==> src/rtl/pil_pkg.sv <==
package pil_pkg;
  localparam int unsigned NUM_LVL   = 16;
  localparam int unsigned LVL_W     = $clog2(NUM_LVL);
  localparam int unsigned SOFT_W    = NUM_LVL + 1;
  localparam int unsigned TT_W      = 9;
  localparam int unsigned TL_W      = 3;
  localparam int unsigned TICK_BIT  = 0;
  localparam int unsigned STICK_BIT = NUM_LVL;
  localparam int unsigned TIMER_LVL = 14;
  localparam logic [TT_W-1:0] TRAP_BASE = 9'h040;
endpackage

==> src/rtl/pil_line_reg.sv <==
module pil_line_reg #(
  parameter int unsigned N = 16
) (
  input  logic         clk,
  input  logic         rst_n,
  input  logic [N-1:0] raise,
  input  logic [N-1:0] lower,
  output logic [N-1:0] vec
);
  logic [N-1:0] vec_nx;
  logic         vec_en;

  always_comb begin
    vec_nx = (vec & ~lower) | raise;
    vec_en = (vec_nx != vec);
  end

  always_ff @(posedge clk or negedge rst_n) begin
    if (!rst_n) begin
      vec <= '0;
    end else if (vec_en) begin
      vec <= vec_nx;
    end
  end
endmodule

==> src/rtl/pil_pend_merge.sv <==
module pil_pend_merge #(
  parameter int unsigned N         = 16,
  parameter int unsigned SOFT_W    = 17,
  parameter int unsigned TICK_BIT  = 0,
  parameter int unsigned STICK_BIT = 16,
  parameter int unsigned TIMER_LVL = 14
) (
  input  logic [N-1:0]      ext_vec,
  input  logic [SOFT_W-1:0] soft_vec,
  output logic [N-1:0]      pend
);
  logic [SOFT_W-1:0] soft_lvls;
  logic              timer_hit;

  always_comb begin
    soft_lvls            = soft_vec;
    soft_lvls[TICK_BIT]  = 1'b0;
    soft_lvls[STICK_BIT] = 1'b0;
    timer_hit            = soft_vec[TICK_BIT] | soft_vec[STICK_BIT];
  end

  for (genvar g = 0; g < N; g++) begin : g_lvl
    if (g == TIMER_LVL) begin : g_tmr
      assign pend[g] = ext_vec[g] | soft_lvls[g] | timer_hit;
    end else begin : g_pln
      assign pend[g] = ext_vec[g] | soft_lvls[g];
    end
  end
endmodule

==> src/rtl/pil_prio_pick.sv <==
module pil_prio_pick #(
  parameter int unsigned N     = 16,
  parameter int unsigned LVL_W = 4
) (
  input  logic [N-1:0]     pend,
  input  logic [LVL_W-1:0] cur_pil,
  output logic             vld,
  output logic [LVL_W-1:0] lvl
);
  logic [N-1:0] elig;

  for (genvar g = 0; g < N; g++) begin : g_elig
    assign elig[g] = pend[g] && (LVL_W'(g) > cur_pil);
  end

  always_comb begin
    vld = 1'b0;
    lvl = '0;
    for (int i = 0; i < N; i++) begin
      if (elig[i]) begin
        vld = 1'b1;
        lvl = LVL_W'(i);
      end
    end
  end
endmodule

==> src/rtl/pil_resolver.sv <==
module pil_resolver
  import pil_pkg::*;
#(
  parameter int unsigned NLVL  = NUM_LVL,
  parameter int unsigned LW    = LVL_W,
  parameter int unsigned SW    = SOFT_W,
  parameter int unsigned TW    = TT_W,
  parameter int unsigned TLW   = TL_W,
  parameter logic [TW-1:0] BASE = TRAP_BASE
) (
  input  logic           clk,
  input  logic           rst_n,
  input  logic [NLVL-1:0] ext_raise,
  input  logic [NLVL-1:0] ext_lower,
  input  logic [SW-1:0]  soft_vec,
  input  logic [LW-1:0]  cur_pil,
  input  logic           int_en,
  input  logic [TLW-1:0] trap_lvl,
  input  logic [TW-1:0]  tt_active,
  output logic           irq_req,
  output logic [TW-1:0]  irq_code
);
  localparam int unsigned PADW = TW - LW;

  logic [NLVL-1:0] ext_vec;
  logic [NLVL-1:0] pend;
  logic            pick_vld;
  logic [LW-1:0]   pick_lvl;
  logic [TW-1:0]   cand;
  logic            blocked;
  logic            req_nx;
  logic [TW-1:0]   code_nx;
  logic            out_en;

  pil_line_reg #(.N(NLVL)) u_lines (
    .clk   (clk),
    .rst_n (rst_n),
    .raise (ext_raise),
    .lower (ext_lower),
    .vec   (ext_vec)
  );

  pil_pend_merge #(
    .N(NLVL), .SOFT_W(SW), .TICK_BIT(TICK_BIT),
    .STICK_BIT(STICK_BIT), .TIMER_LVL(TIMER_LVL)
  ) u_merge (
    .ext_vec  (ext_vec),
    .soft_vec (soft_vec),
    .pend     (pend)
  );

  pil_prio_pick #(.N(NLVL), .LVL_W(LW)) u_pick (
    .pend    (pend),
    .cur_pil (cur_pil),
    .vld     (pick_vld),
    .lvl     (pick_lvl)
  );

  always_comb begin
    cand    = BASE | {{PADW{1'b0}}, pick_lvl};
    blocked = (trap_lvl != '0) && (tt_active > cand);
    req_nx  = irq_req;
    code_nx = irq_code;
    if (!pick_vld) begin
      if (irq_req) begin
        req_nx  = 1'b0;
        code_nx = '0;
      end
    end else if (int_en) begin
      if (!blocked && (irq_code != cand)) begin
        req_nx  = 1'b1;
        code_nx = cand;
      end
    end else if (irq_req) begin
      req_nx  = 1'b0;
      code_nx = '0;
    end
    out_en = (req_nx != irq_req) || (code_nx != irq_code);
  end

  always_ff @(posedge clk or negedge rst_n) begin
    if (!rst_n) begin
      irq_req  <= 1'b0;
      irq_code <= '0;
    end else if (out_en) begin
      irq_req  <= req_nx;
      irq_code <= code_nx;
    end
  end
endmodule

==> config.mk <==
export PLATFORM = sky130hd
export DESIGN_NAME = pil_resolver
export DESIGN_NICKNAME = d
export VERILOG_FILES = /design/src/rtl/pil_pkg.sv /design/src/rtl/pil_line_reg.sv /design/src/rtl/pil_pend_merge.sv /design/src/rtl/pil_prio_pick.sv /design/src/rtl/pil_resolver.sv
export SDC_FILE = /design/constraint.sdc
export NUM_CORES = 1
export LEC_CHECK = 0
export ABC_AREA = 1
export BUFFER_PORTS_ARGS = -buffer_cell sky130_fd_sc_hd__buf_4
export CORE_MARGIN = 4
export CORE_UTILIZATION = 49
export CTS_BUF_LIST = sky130_fd_sc_hd__clkbuf_16
export DETAILED_ROUTE_END_ITERATION = 8
export MAX_ROUTING_LAYER = met4
export PLACE_DENSITY = 0.84
export RECOVER_POWER = 25
export SYNTH_ARGS = -nofsm -noshare
export SYNTH_HDL_FRONTEND = slang
export SYNTH_SLANG_ARGS = --single-unit
==> constraint.sdc <==
create_clock -name clk -period 6.7 [get_ports clk]
set_clock_uncertainty 0.1 [all_clocks]
set_input_delay 0.335 -clock clk [delete_from_list [all_inputs] [get_ports clk]]
set_output_delay 0.335 -clock clk [all_outputs]
set_load 0.01 [all_outputs]
=== Word level (Yosys, flattened, before mapping) ===
Index checks and enable logic that the tools add are counted.

* $add $sub $neg: 0
* $mul: 0
* Div/mod/pow operators: 0
* Order comparisons: 17
* Equality and inequality tests: 4
* Shifts and indexed selects: 0
* Muxes and demuxes: 38
* Bitwise operators: 20
* Reductions and logical operators: 21

{| class="wikitable"
|+ Operator list
! cell !! count
|-
| 9-bit 2-to-1 mux || 4
|-
| 4-bit greater-than comparator, first input constant || 8
|-
| 4-bit 2-to-1 mux || 8
|-
| 1-bit 2-to-1 mux || 20
|-
| 1-bit logical AND || 18
|-
| 1-bit bitwise OR || 17
|-
| 16-bit bitwise AND || 1
|-
| 3-bit by 4-bit greater-than comparator with 1-bit output, first input constant || 4
|-
| 16-bit != test || 1
|-
| 16-bit NOT || 1
|-
| 16-bit bitwise OR || 1
|-
| 3-bit 2-to-1 mux || 4
|-
| 9-bit by 7-bit greater-than comparator with 1-bit output || 1
|-
| 9-bit by 7-bit != test with 1-bit output || 1
|-
| 9-bit != test || 1
|-
| 1-bit by 4-bit greater-than comparator with 1-bit output, first input constant || 2
|-
| 2-bit by 4-bit greater-than comparator with 1-bit output, first input constant || 2
|-
| 2-bit 2-to-1 mux || 2
|-
| 3-bit nonzero test || 1
|-
| 1-bit logical NOT || 1
|-
| 1-bit logical OR || 1
|-
| 1-bit != test || 1
|}

* Flip-flop bits (word level): 26
* Bits in latches: 0
* Bits in writable memories: 0
* ROM bits: 0
* Input port bits: 68
* Output and inout port bits: 10
* Word-level logic and storage cells: 103
* Memories: 0

=== Logic depth before layout (Yosys ltp) ===
Gate-level depths: netlist of the first run.

* Depth after elaboration: 26
* Gate-level depth with buffers: 29

=== By module ===
From an unflattened synthesis of the first run, not the netlist that was laid out.

* Cells, all modules: 257
* Area, all modules: 1,776.7 µm²

{| class="wikitable"
|+ By module, submodules not included
! module !! instances !! cells each !! area each (µm²) !! seq. area each (µm²)
|-
| pil_resolver || 1 || 101 || 743.2 || 250.2
|-
| pil_line_reg || 1 || 80 || 640.6 || 400.4
|-
| pil_prio_pick || 1 || 58 || 286.5 || 0.0
|-
| pil_pend_merge || 1 || 18 || 106.4 || 0.0
|}

=== Least setup slack after synthesis of the first run ===
OpenSTA, ideal clock, no wires.

* Kind: input to register
* Start point: input cur_pil[0]
* End point: register irq_code[4]
* Library setup time: 124 ps
* Arrival time: 2,857 ps
* Slack: 3,619 ps
* Stages: 29
* Path buffers: 0
* Cell sequence: nor2_1 > nand2_1 > nor2_1 > nand2_1 > nand2_1 > nand2_1 > nand2_1 > nand2_1 > nand2_1 > nand2_1 > nand2_1 > nand2_1 > nand2_1 > nand2_1 > nand2_1 > nand2_1 > nand2_1 > ha_1 > o21bai_1 > a21oi_1 > nor2_1 > o22ai_1 > a21oi_1 > o31ai_1 > nand2_4 > nand2_2 > nand2_1 > nand2_1 > a21oi_1

* Longest elaborated chain between the ends: 26
* Elaborated cells on any way between the ends: 77
* Those cells by class: order compare (17); eq/ne (3); mux (37); reduce/logical (20)

{| class="wikitable"
|+ Ends and longest elaborated chain
! what !! RTL line !! source
|-
| start: declaration || pil_resolver.sv:16 || <nowiki>input logic [LW-1:0] cur_pil,</nowiki>
|-
| 1-bit by 4-bit greater-than comparator with 1-bit output || pil_prio_pick.sv:13 || <nowiki>assign elig[g] = pend[g] && (LVL_W'(g) > cur_pil);</nowiki>
|-
| 1-bit logical AND || pil_prio_pick.sv:13 ||
|-
| 1-bit 2-to-1 mux || pil_prio_pick.sv:20 || <nowiki>if (elig[i]) begin</nowiki>
|-
| 2-bit 2-to-1 mux (2 in a row) || pil_prio_pick.sv:20 ||
|-
| 3-bit 2-to-1 mux (4 in a row) || pil_prio_pick.sv:20 ||
|-
| 4-bit 2-to-1 mux (8 in a row) || pil_prio_pick.sv:20 ||
|-
| 9-bit by 7-bit greater-than comparator with 1-bit output || pil_resolver.sv:61 || <nowiki>blocked = (trap_lvl != '0) && (tt_active > cand);</nowiki>
|-
| 1-bit logical AND || pil_resolver.sv:61 ||
|-
| 1-bit logical NOT || pil_resolver.sv:70 || <nowiki>if (!blocked && (irq_code != cand)) begin</nowiki>
|-
| 1-bit logical AND || pil_resolver.sv:70 ||
|-
| 9-bit 2-to-1 mux / 1-bit 2-to-1 mux (equally long branches) || pil_resolver.sv:70 ||
|-
| 9-bit 2-to-1 mux / 1-bit 2-to-1 mux (equally long branches) || pil_resolver.sv:69 || <nowiki>end else if (int_en) begin</nowiki>
|-
| 9-bit 2-to-1 mux / 1-bit 2-to-1 mux (equally long branches) || pil_resolver.sv:64 || <nowiki>if (!pick_vld) begin</nowiki>
|-
| 9-bit != test / 1-bit != test (equally long branches) || pil_resolver.sv:78 || <nowiki>out_en = (req_nx != irq_req) || (code_nx != irq_code);</nowiki>
|-
| 1-bit logical OR || pil_resolver.sv:78 ||
|-
| end signal: assignment || pil_resolver.sv:87 || <nowiki>irq_code <= code_nx;</nowiki>
|-
| end: declaration || pil_resolver.sv:21 || <nowiki>output logic [TW-1:0] irq_code</nowiki>
|}

Several ways; a longest one is shown, not always the timed one.
A chain may end at the register's enable or synchronous reset.

=== Final worst setup path of the first run ===
* Start point: input cur_pil[0]
* End point: register irq_code[0]

The elaborated chain is that of the path after synthesis.

==> impl_metrics.toml, run 1 <==
[global_route]
overflow = 0
grt_usage = 0.217
grt_max_degree = 26
grt_pass1_wl_mm = 7.12
antenna_found_initial = 0
grt_pass1_vias = 1712

[layout]
antennaDiodeCount = 0
synthToLayoutAreaGrowth_pct = 43.6
layout_commonest_cell = "buf_4"
final_area_um2 = 2320
layout.nets = 366
finalCoreUtilization = 0.746
fill_cells = 267
final_cell_mix = "buf_4, nand2_1, inv_1"
layout-drive-gt1-share = 0.321

[route]
dr_total_vias = 1718
viasPerCell = 5.10
ant_nets = 0
wl_per_cell_um = 12.2
drt_pass1_iterations = 4
drt-total-wl_mm = 4.11
drt_iter0_drc = 75
drc = 0

[worst_setup_path]
cp_slowest_cell = "o31ai_1"
crit_start = "cur_pil[0]"
ff2ff_setup_slack_ns = 3.19
rr_startpoint = "u_lines.vec[4]$_DFFE_PN0P_"
r2r_end = "irq_code[0]$_DFFE_PN0P_"
crit_path_frequent_cell = "nand2_1"
worstPathMaxFanout = 9
r2r_cells = 18
crit_end = "irq_code[0]$_DFFE_PN0P_"
critPathLaunchType = "input pin"
crit_path_end_kind = "register"
critical_path_class = "input pin to register"
cp.required_ns = 6.74
worstPathArrival_ns = 3.59
slowest_delay_ns = 0.72

[timing]
fin_crit_sh = 0.529
report.final.slew_viol_count = 0
hold_viol = 0
finalSetupViolCount = 0
timing.hold.ws_ns = 0.148
max_freq_ghz = 0.282
rsz0062_at_grt = "no"
worstMarginPinSlew_ns = 0.884
period_needed_ns = 3.54
timing.slew.headroom = 0.406
finalSetupTns_ns = 0

[power]
ir_drop_mv = 0.112
power_density_nw_per_um2 = 181
p_leak_nw = 1.25

[clocking]
postCtsSetupRepairBufs = 0
clock-sinks = 25
clkTransAtPathRegs_ns = 0.06
postCtsHoldBufs = 1
clock_path_buffers = 2
cts_inserted_buffers = 3
htree_levels = 1
clock_latency_ns = 0.26
cts_resized = 0
cts-root-buf = "clkbuf_16"
tritoncts = "built"

[yosys]
async_flop_share = 1.00
syn-num-nets = 286
synth-seq-cells = 25
netlist_area_um2 = 1610
synth_cells = 214
synth_cell_types = 29
synth-edff-count = 0
avgSynthCellArea_um2 = 7.54
synth_seq_area_share = 0.388
yosys_warnings = 0
synthFlopType = "dfrtp_1"

[outcome]
status = "complete, no violations"

[placed_design]
dpl_cell_area_um2 = 2230
place_congestion = 0.821
portBuffers = 75
dp_hpwl_mm = 3.30

[floorplanning]
die_w_um = 65.4
core_um2 = 3100
io_pins = 78
num_rows = 20
dieArea_um2 = 4270
start_util = 0.520
die-height_um = 65.4

[hold_path]
hold_path_class = "input pin to register"

[job]
maxCapViolCount = 0
power by group:
part,internal (W),total (W),switching (W),leakage [nW]
clock network,0.0000797,0.000129,0.0000489,0.0423
logic,0.0000586,0.000112,0.0000537,0.922
registers,0.000165,0.000179,0.0000137,0.286
per-stage QoR:
stage	setup slack, ns	cells	total power [W]
6_report	3.16	337	0.000420
5_1_grt	2.66	337	0.000448
4_1_cts	3.17	337	0.000423
3_5_place_dp	2.91	332	0.000293
3_3_place_gp	2.97	332	0.000289
2_1_floorplan	3.62	214	0.000235
critical path, delay by kind of cell:
family / cells / cell delay, ns
compound gates: 7 / 1.41
simple gates: 19 / 1.56
buf+inv: 1 / 0.12
fa+ha+maj: 1 / 0.16
cell type report:
type	count	area [um2]	area share
Inverter	39	146	0.0632
Tap cell	44	55.1	0.0238
Multi-Input combinational cell	149	837	0.361
Clock inverter	1	3.75	0.00162
Clock buffer	3	75.1	0.0324
Sequential cell	25	626	0.270
Timing Repair Buffer	76	573	0.247
registers in the layout, summed over array words and instances (netlist names):
name,count
u_lines.vec,15
irq_code,9
irq_req,1
logic make-up (layout without fill, tap and decap cells):
family	Yosys count	count (layout)	synth area share
AND/OR/NAND/NOR	82	82	0.233
flip-flops	25	25	0.388
buffers and inverters	40	119	0.0931
XOR/XNOR	2	2	0.0109
AO/OA/AOI/OAI	61	61	0.244
adder cells (fa/ha/maj)	4	4	0.0310
cell usage after synthesis (all sizes together), types with 2 or more instances:
cell type	number	share of area
clkinv	2	0.0047
nand2	52	0.13
o21bai	16	0.074
nand3	10	0.039
a21oi	18	0.056
xor2	2	0.011
o211ai	2	0.0093
dfrtp	25	0.39
o21ai	16	0.050
nor2	15	0.040
inv	37	0.086
ha	4	0.031
o221ai	4	0.033
o22ai	3	0.012
routing by layer:
layer	up-vias	wire length, um	part of all wire	global-route usage
li1	862	-	-	-
met1	781	1680	0.41	0.254
met5	-	0	0	-
met2	66	2050	0.50	0.386
met3	9	306	0.074	0.0308
met4	0	75	0.018	0.0674
worst min-delay path by stage:
stage | from | endpoint | slack, ns | cells after the start
floorplan | rst_n | irq_code[0]$_DFFE_PN0P_ | -0.06 | 0
global placement | rst_n | u_lines.vec[5]$_DFFE_PN0P_ | 0.16 | 1
detailed placement | rst_n | u_lines.vec[5]$_DFFE_PN0P_ | 0.16 | 1
CTS | ext_lower[15] | u_lines.vec[15]$_DFFE_PN0P_ | 0.15 | 2
global route | ext_lower[11] | u_lines.vec[11]$_DFFE_PN0P_ | 0.15 | 2
finish | ext_lower[15] | u_lines.vec[15]$_DFFE_PN0P_ | 0.15 | 2
Power figures use the tool's default switching activity.
==> inputs of run 2 (changes only) <==
CORE_UTILIZATION = 46   (was 49)
PLACE_DENSITY = 0.8   (was 0.84)
clock period = 3.4 ns   (was 6.7 ns; I/O delays follow)
==> impl_metrics.toml, run 2 (synthesis results as in run 1) <==
[outcome]
status = "complete, but fails checks"
violations = "hold timing"

[worst_setup_path]
crit_start = "u_lines.vec[4]$_DFFE_PN0P_"
worstPathMaxFanout = 9
critPathLaunchType = "register"
worstPathArrival_ns = 3.11
cp_slowest_cell = "dfrtp_1"
slowest_delay_ns = 0.38
crit_path_frequent_cell = "o21ai_1"
crit_family = "compound AO/OA/AOI/OAI gates"
rr_startpoint = "u_lines.vec[4]$_DFFE_PN0P_"
critical_path_class = "register to register"
crit_path_end_kind = "register"
cp.required_ns = 3.44
crit_buf_inv = 3
critical_path.cell_chain = "o21ai_1 -> nand2_1 -> o21ai_1 -> a21oi_1 -> or2_1 -> nand2_1 -> inv_1 -> ha_1 -> inv_1 -> o21bai_1 -> a21oi_1 -> nor2_1 -> o22ai_1 -> a21oi_1 -> o31ai_1 -> buf_4 -> nand2_4 -> o21ai_1 -> o21ai_1"

[timing]
timing.slew.headroom = 0.123
timing.hold.ws_ns = -0.00660
hold_viol = 2
fin_crit_sh = 0.903
rsz0062_at_grt = "no"
finalSetupViolCount = 0
finalSetupTns_ns = 0
report.final.slew_viol_count = 0
worstMarginPinSlew_ns = 1.32
layout_setup_ws_ns = 0.328
period_needed_ns = 3.07
max_freq_ghz = 0.326

[global_route]
grt_usage = 0.200
grt_pass1_vias = 1656
grt_max_degree = 26
grt_pass1_wl_mm = 6.91
overflow = 0
antenna_found_initial = 0

[floorplanning]
start_util = 0.480
num_rows = 21
die-height_um = 67.2
core_um2 = 3360
io_pins = 78
die_w_um = 67.2
dieArea_um2 = 4520

[layout]
multi_input_area_um2 = 837
fill_cells = 284
synthToLayoutAreaGrowth_pct = 50.8
antennaDiodeCount = 0
layout-drive-gt1-share = 0.308
seq_area_um2 = 626
largest_reg_flops = 15
largest-register = "u_lines.vec"
layout.nets = 378
top_regs = "u_lines.vec: 15 flops, irq_code: 9 flops, irq_req: 1 flops"
final_cell_mix = "buf_4, nand2_1, inv_1"
finalCoreUtilization = 0.723
layout_commonest_cell = "buf_4"

[placed_design]
place_congestion = 0.850
post-place-ws_ns = 0.257
dp_hpwl_mm = 3.32
portBuffers = 75

[route]
drt-total-wl_mm = 4.24
dr_total_vias = 1744
ant_nets = 0
wl_per_cell_um = 12.1
drc = 0
viasPerCell = 4.97
drt_pass1_iterations = 4
drt_iter0_drc = 58

[power]
p_leak_nw = 1.30
ir_drop_mv = 0.228
power_density_nw_per_um2 = 345

[clocking]
cts-root-buf = "clkbuf_16"
clock_path_buffers = 2
clock-sinks = 25
clkTransAtPathRegs_ns = 0.06
cts_inserted_buffers = 3
htree_levels = 1
clock_latency_ns = 0.26
tritoncts = "built"

[hold_path]
hold_path_class = "input pin to register"
hp-start = "ext_lower[2]"

[job]
maxCapViolCount = 0
## run 2: cell count changes in the layout (fill, tap and decap cells not counted)
cell,previous run,this run
dlygate4sd3_1,1,12
clkbuf_1,0,1
## run 2: what timing repair did
item                                   CTS  global route
hold buffers                            12             0
buffers inserted                         0             0
gates resized for setup                  0             0
endpoints found under the hold margin   36             0
## run 2: layer usage
layer	track usage	share of wire	vias to the layer above	wire, um
li1	-	-	889	-
met1	0.238	0.41	790	1740
met2	0.361	0.51	60	2170
met3	0.0300	0.069	5	292
met4	0.0380	0.010	0	44
met5	-	0	-	0
## run 2: worst paths after layout
check / endpoint / slack [ns] / depth (start not counted)
min reg2reg: u_lines.vec[5]$_DFFE_PN0P_ / 0.42 / 2
min: u_lines.vec[2]$_DFFE_PN0P_ / -0.007 / 2
max: irq_code[0]$_DFFE_PN0P_ / 0.33 / 19
min in group asynchronous: irq_code[2]$_DFFE_PN0P_ / 0.63 / 2
max reg2reg: irq_code[0]$_DFFE_PN0P_ / 0.33 / 19
max in group asynchronous: u_lines.vec[5]$_DFFE_PN0P_ / 1.80 / 2
## run 2: worst reg2reg max path, delay by kind of cell (launching register included)
kind,cells,cell delay [ns]
flip-flops,1,0.38
AND/OR/NAND/NOR,5,0.62
adder cells (fa/ha/maj),1,0.30
buffers and inverters,3,0.32
AO/OA/AOI/OAI,10,1.25
## run 2: through the flow
| step | total power [W] | instance area [um2] | std cells |
|---|---|---|---|
| global route | 0.000887 | 2430 | 351 |
| CTS | 0.000843 | 2440 | 351 |
| global placement | 0.000572 | 2240 | 335 |
| floorplan | 0.000463 | 1610 | 214 |
| detailed placement | 0.000579 | 2240 | 335 |
| finish | 0.000839 | 2430 | 351 |
## run 2: area by class of cell
class / instances / share of cell area
flip-flops and latches: 25 / 0.257
inverters: 39 / 0.0602
clock buffers: 3 / 0.0309
clock inverters: 1 / 0.00154
multi-input cells: 149 / 0.344
well taps: 46 / 0.0237
repair buffers: 88 / 0.282
## run 2: where the power goes
group,internal (W),switching [W],total (W)
sequential,0.000325,0.0000273,0.000353
clock,0.000157,0.0000968,0.000254
combinational,0.000124,0.000108,0.000232
total,0.000607,0.000232,0.000839
==> inputs of run 3 (changes only) <==
PLACE_DENSITY = 0.79   (was 0.8)
SKIP_CTS_REPAIR_TIMING = 1   (was default)
==> impl_metrics.toml, run 3 (synthesis results as in run 1) <==
[outcome]
status = "complete, but fails checks"
violations = "hold timing"

[clocking]
htree_levels = 1
clock_path_buffers = 2
cts-root-buf = "clkbuf_16"
cts_inserted_buffers = 3
clock_latency_ns = 0.26
clkTransAtPathRegs_ns = 0.06
tritoncts = "built"
clock-sinks = 25

[timing]
max_freq_ghz = 0.339
worstMarginPinSlew_ns = 1.34
timing.slew.headroom = 0.110
timing.hold.ws_ns = -0.00843
fin_crit_sh = 0.869
report.final.slew_viol_count = 0
period_needed_ns = 2.95
hold_viol = 4
finalSetupTns_ns = 0
finalSetupViolCount = 0
rsz0062_at_grt = "no"

[worst_setup_path]
worst-path-stages = 25
cp.required_ns = 3.44
ff2ff_setup_slack_ns = 0.45
crit_buf_inv = 1
worstPathMaxFanout = 9
rr_startpoint = "u_lines.vec[1]$_DFFE_PN0P_"
critical_path_class = "register to register"
crit_path_end_kind = "register"
crit_end = "irq_code[1]$_DFFE_PN0P_"
critPathLaunchType = "register"
crit_family = "simple AND/OR/NAND/NOR gates"
r2r_end = "irq_code[1]$_DFFE_PN0P_"
worstPathArrival_ns = 2.99
slowest_delay_ns = 0.39
cp_slowest_cell = "dfrtp_1"
crit_start = "u_lines.vec[1]$_DFFE_PN0P_"
r2r_cells = 25
crit_path_frequent_cell = "nand2_1"

[global_route]
overflow = 0
grt_max_degree = 26
antenna_found_initial = 0
grt_usage = 0.184
grt_pass1_wl_mm = 6.27
grt_pass1_vias = 1599

[placed_design]
dpl_cell_area_um2 = 2240
place_congestion = 0.854
dp_hpwl_mm = 3.21
portBuffers = 75

[layout]
antennaDiodeCount = 0
largest_reg_flops = 15
finalCoreUtilization = 0.721
final_cell_mix = "buf_4, nand2_1, inv_1"
largest-register = "u_lines.vec"
fill_cells = 275
top_regs = "u_lines.vec: 15 flops, irq_code: 9 flops, irq_req: 1 flops"
final_area_um2 = 2420
synthToLayoutAreaGrowth_pct = 50.3
layout-drive-gt1-share = 0.313
layout_commonest_cell = "buf_4"
layout.nets = 377

[power]
ir_drop_mv = 0.221
p_leak_nw = 1.29
power_density_nw_per_um2 = 345
switching_power_w = 0.000232
pwr-share-comb = 0.275
internal-power_w = 0.000606
power.share.clock = 0.305
sw_frac_of_total = 0.277
seqPwrFrac = 0.420

[floorplanning]
die_w_um = 67.2
io_pins = 78
start_util = 0.480
num_rows = 21
dieArea_um2 = 4520
die-height_um = 67.2
core_um2 = 3360

[job]
maxCapViolCount = 0

[route]
drt_iter0_drc = 81
dr_total_vias = 1732
viasPerCell = 4.95
drc = 0
drt-total-wl_mm = 4.20
wl_per_cell_um = 12.0
drt_pass1_iterations = 4
ant_nets = 0

[hold_path]
hold_path_class = "input pin to register"
## run 3: cell types whose count changed in the layout (fill, tap and decap cells not counted)
cell / delta
dlygate4sd3_1: -1
nor2_1: -1
nor2_2: +1
## run 3: worst min path at each step
stage | cells after the start | endpoint | startpoint
after floorplan | 0 | irq_code[0]$_DFFE_PN0P_ | rst_n
after global placement | 1 | irq_code[3]$_DFFE_PN0P_ | rst_n
after detailed placement | 1 | irq_code[3]$_DFFE_PN0P_ | rst_n
after CTS | 1 | irq_code[3]$_DFFE_PN0P_ | rst_n
after global routing | 2 | u_lines.vec[15]$_DFFE_PN0P_ | ext_lower[15]
final | 2 | u_lines.vec[15]$_DFFE_PN0P_ | ext_lower[15]
## run 3: layout make-up
| cell class | instances | area (um2) | area share |
|---|---|---|---|
| sequential | 25 | 626 | 0.258 |
| timing repair buffer | 87 | 677 | 0.279 |
| clock inverter | 1 | 3.75 | 0.00155 |
| inverter | 39 | 146 | 0.0604 |
| clock buffer | 3 | 75.1 | 0.0310 |
| multi-input combinational | 149 | 840 | 0.346 |
| tap | 46 | 57.6 | 0.0237 |
## run 3: per-stage QoR
stage,setup WS (ns),instances,total power (W)
6_report,0.446,350,0.000838
3_5_place_dp,0.281,335,0.000578
2_1_floorplan,0.406,214,0.000463
5_1_grt,0.0262,350,0.000884
4_1_cts,0.380,339,0.000831
3_3_place_gp,0.301,335,0.000572
## run 3: power by group through the flow
stage	clock [W]	combinational (W)	sequential, W
global route	0.000268	0.000260	0.000356
global placement	0	0.000216	0.000356
finish	0.000255	0.000231	0.000352
detailed placement	0	0.000221	0.000356
floorplan	0	0.000104	0.000359
CTS	0.000257	0.000223	0.000351
## run 3: layer usage
metal / wire length, um / GRT usage / vias up / part of all wire
met5: 0 / - / - / 0
met4: 44 / 0.0608 / 0 / 0.010
met3: 248 / 0.0316 / 4 / 0.059
met2: 2220 / 0.328 / 60 / 0.53
met1: 1690 / 0.209 / 780 / 0.40
li1: - / - / 888 / -
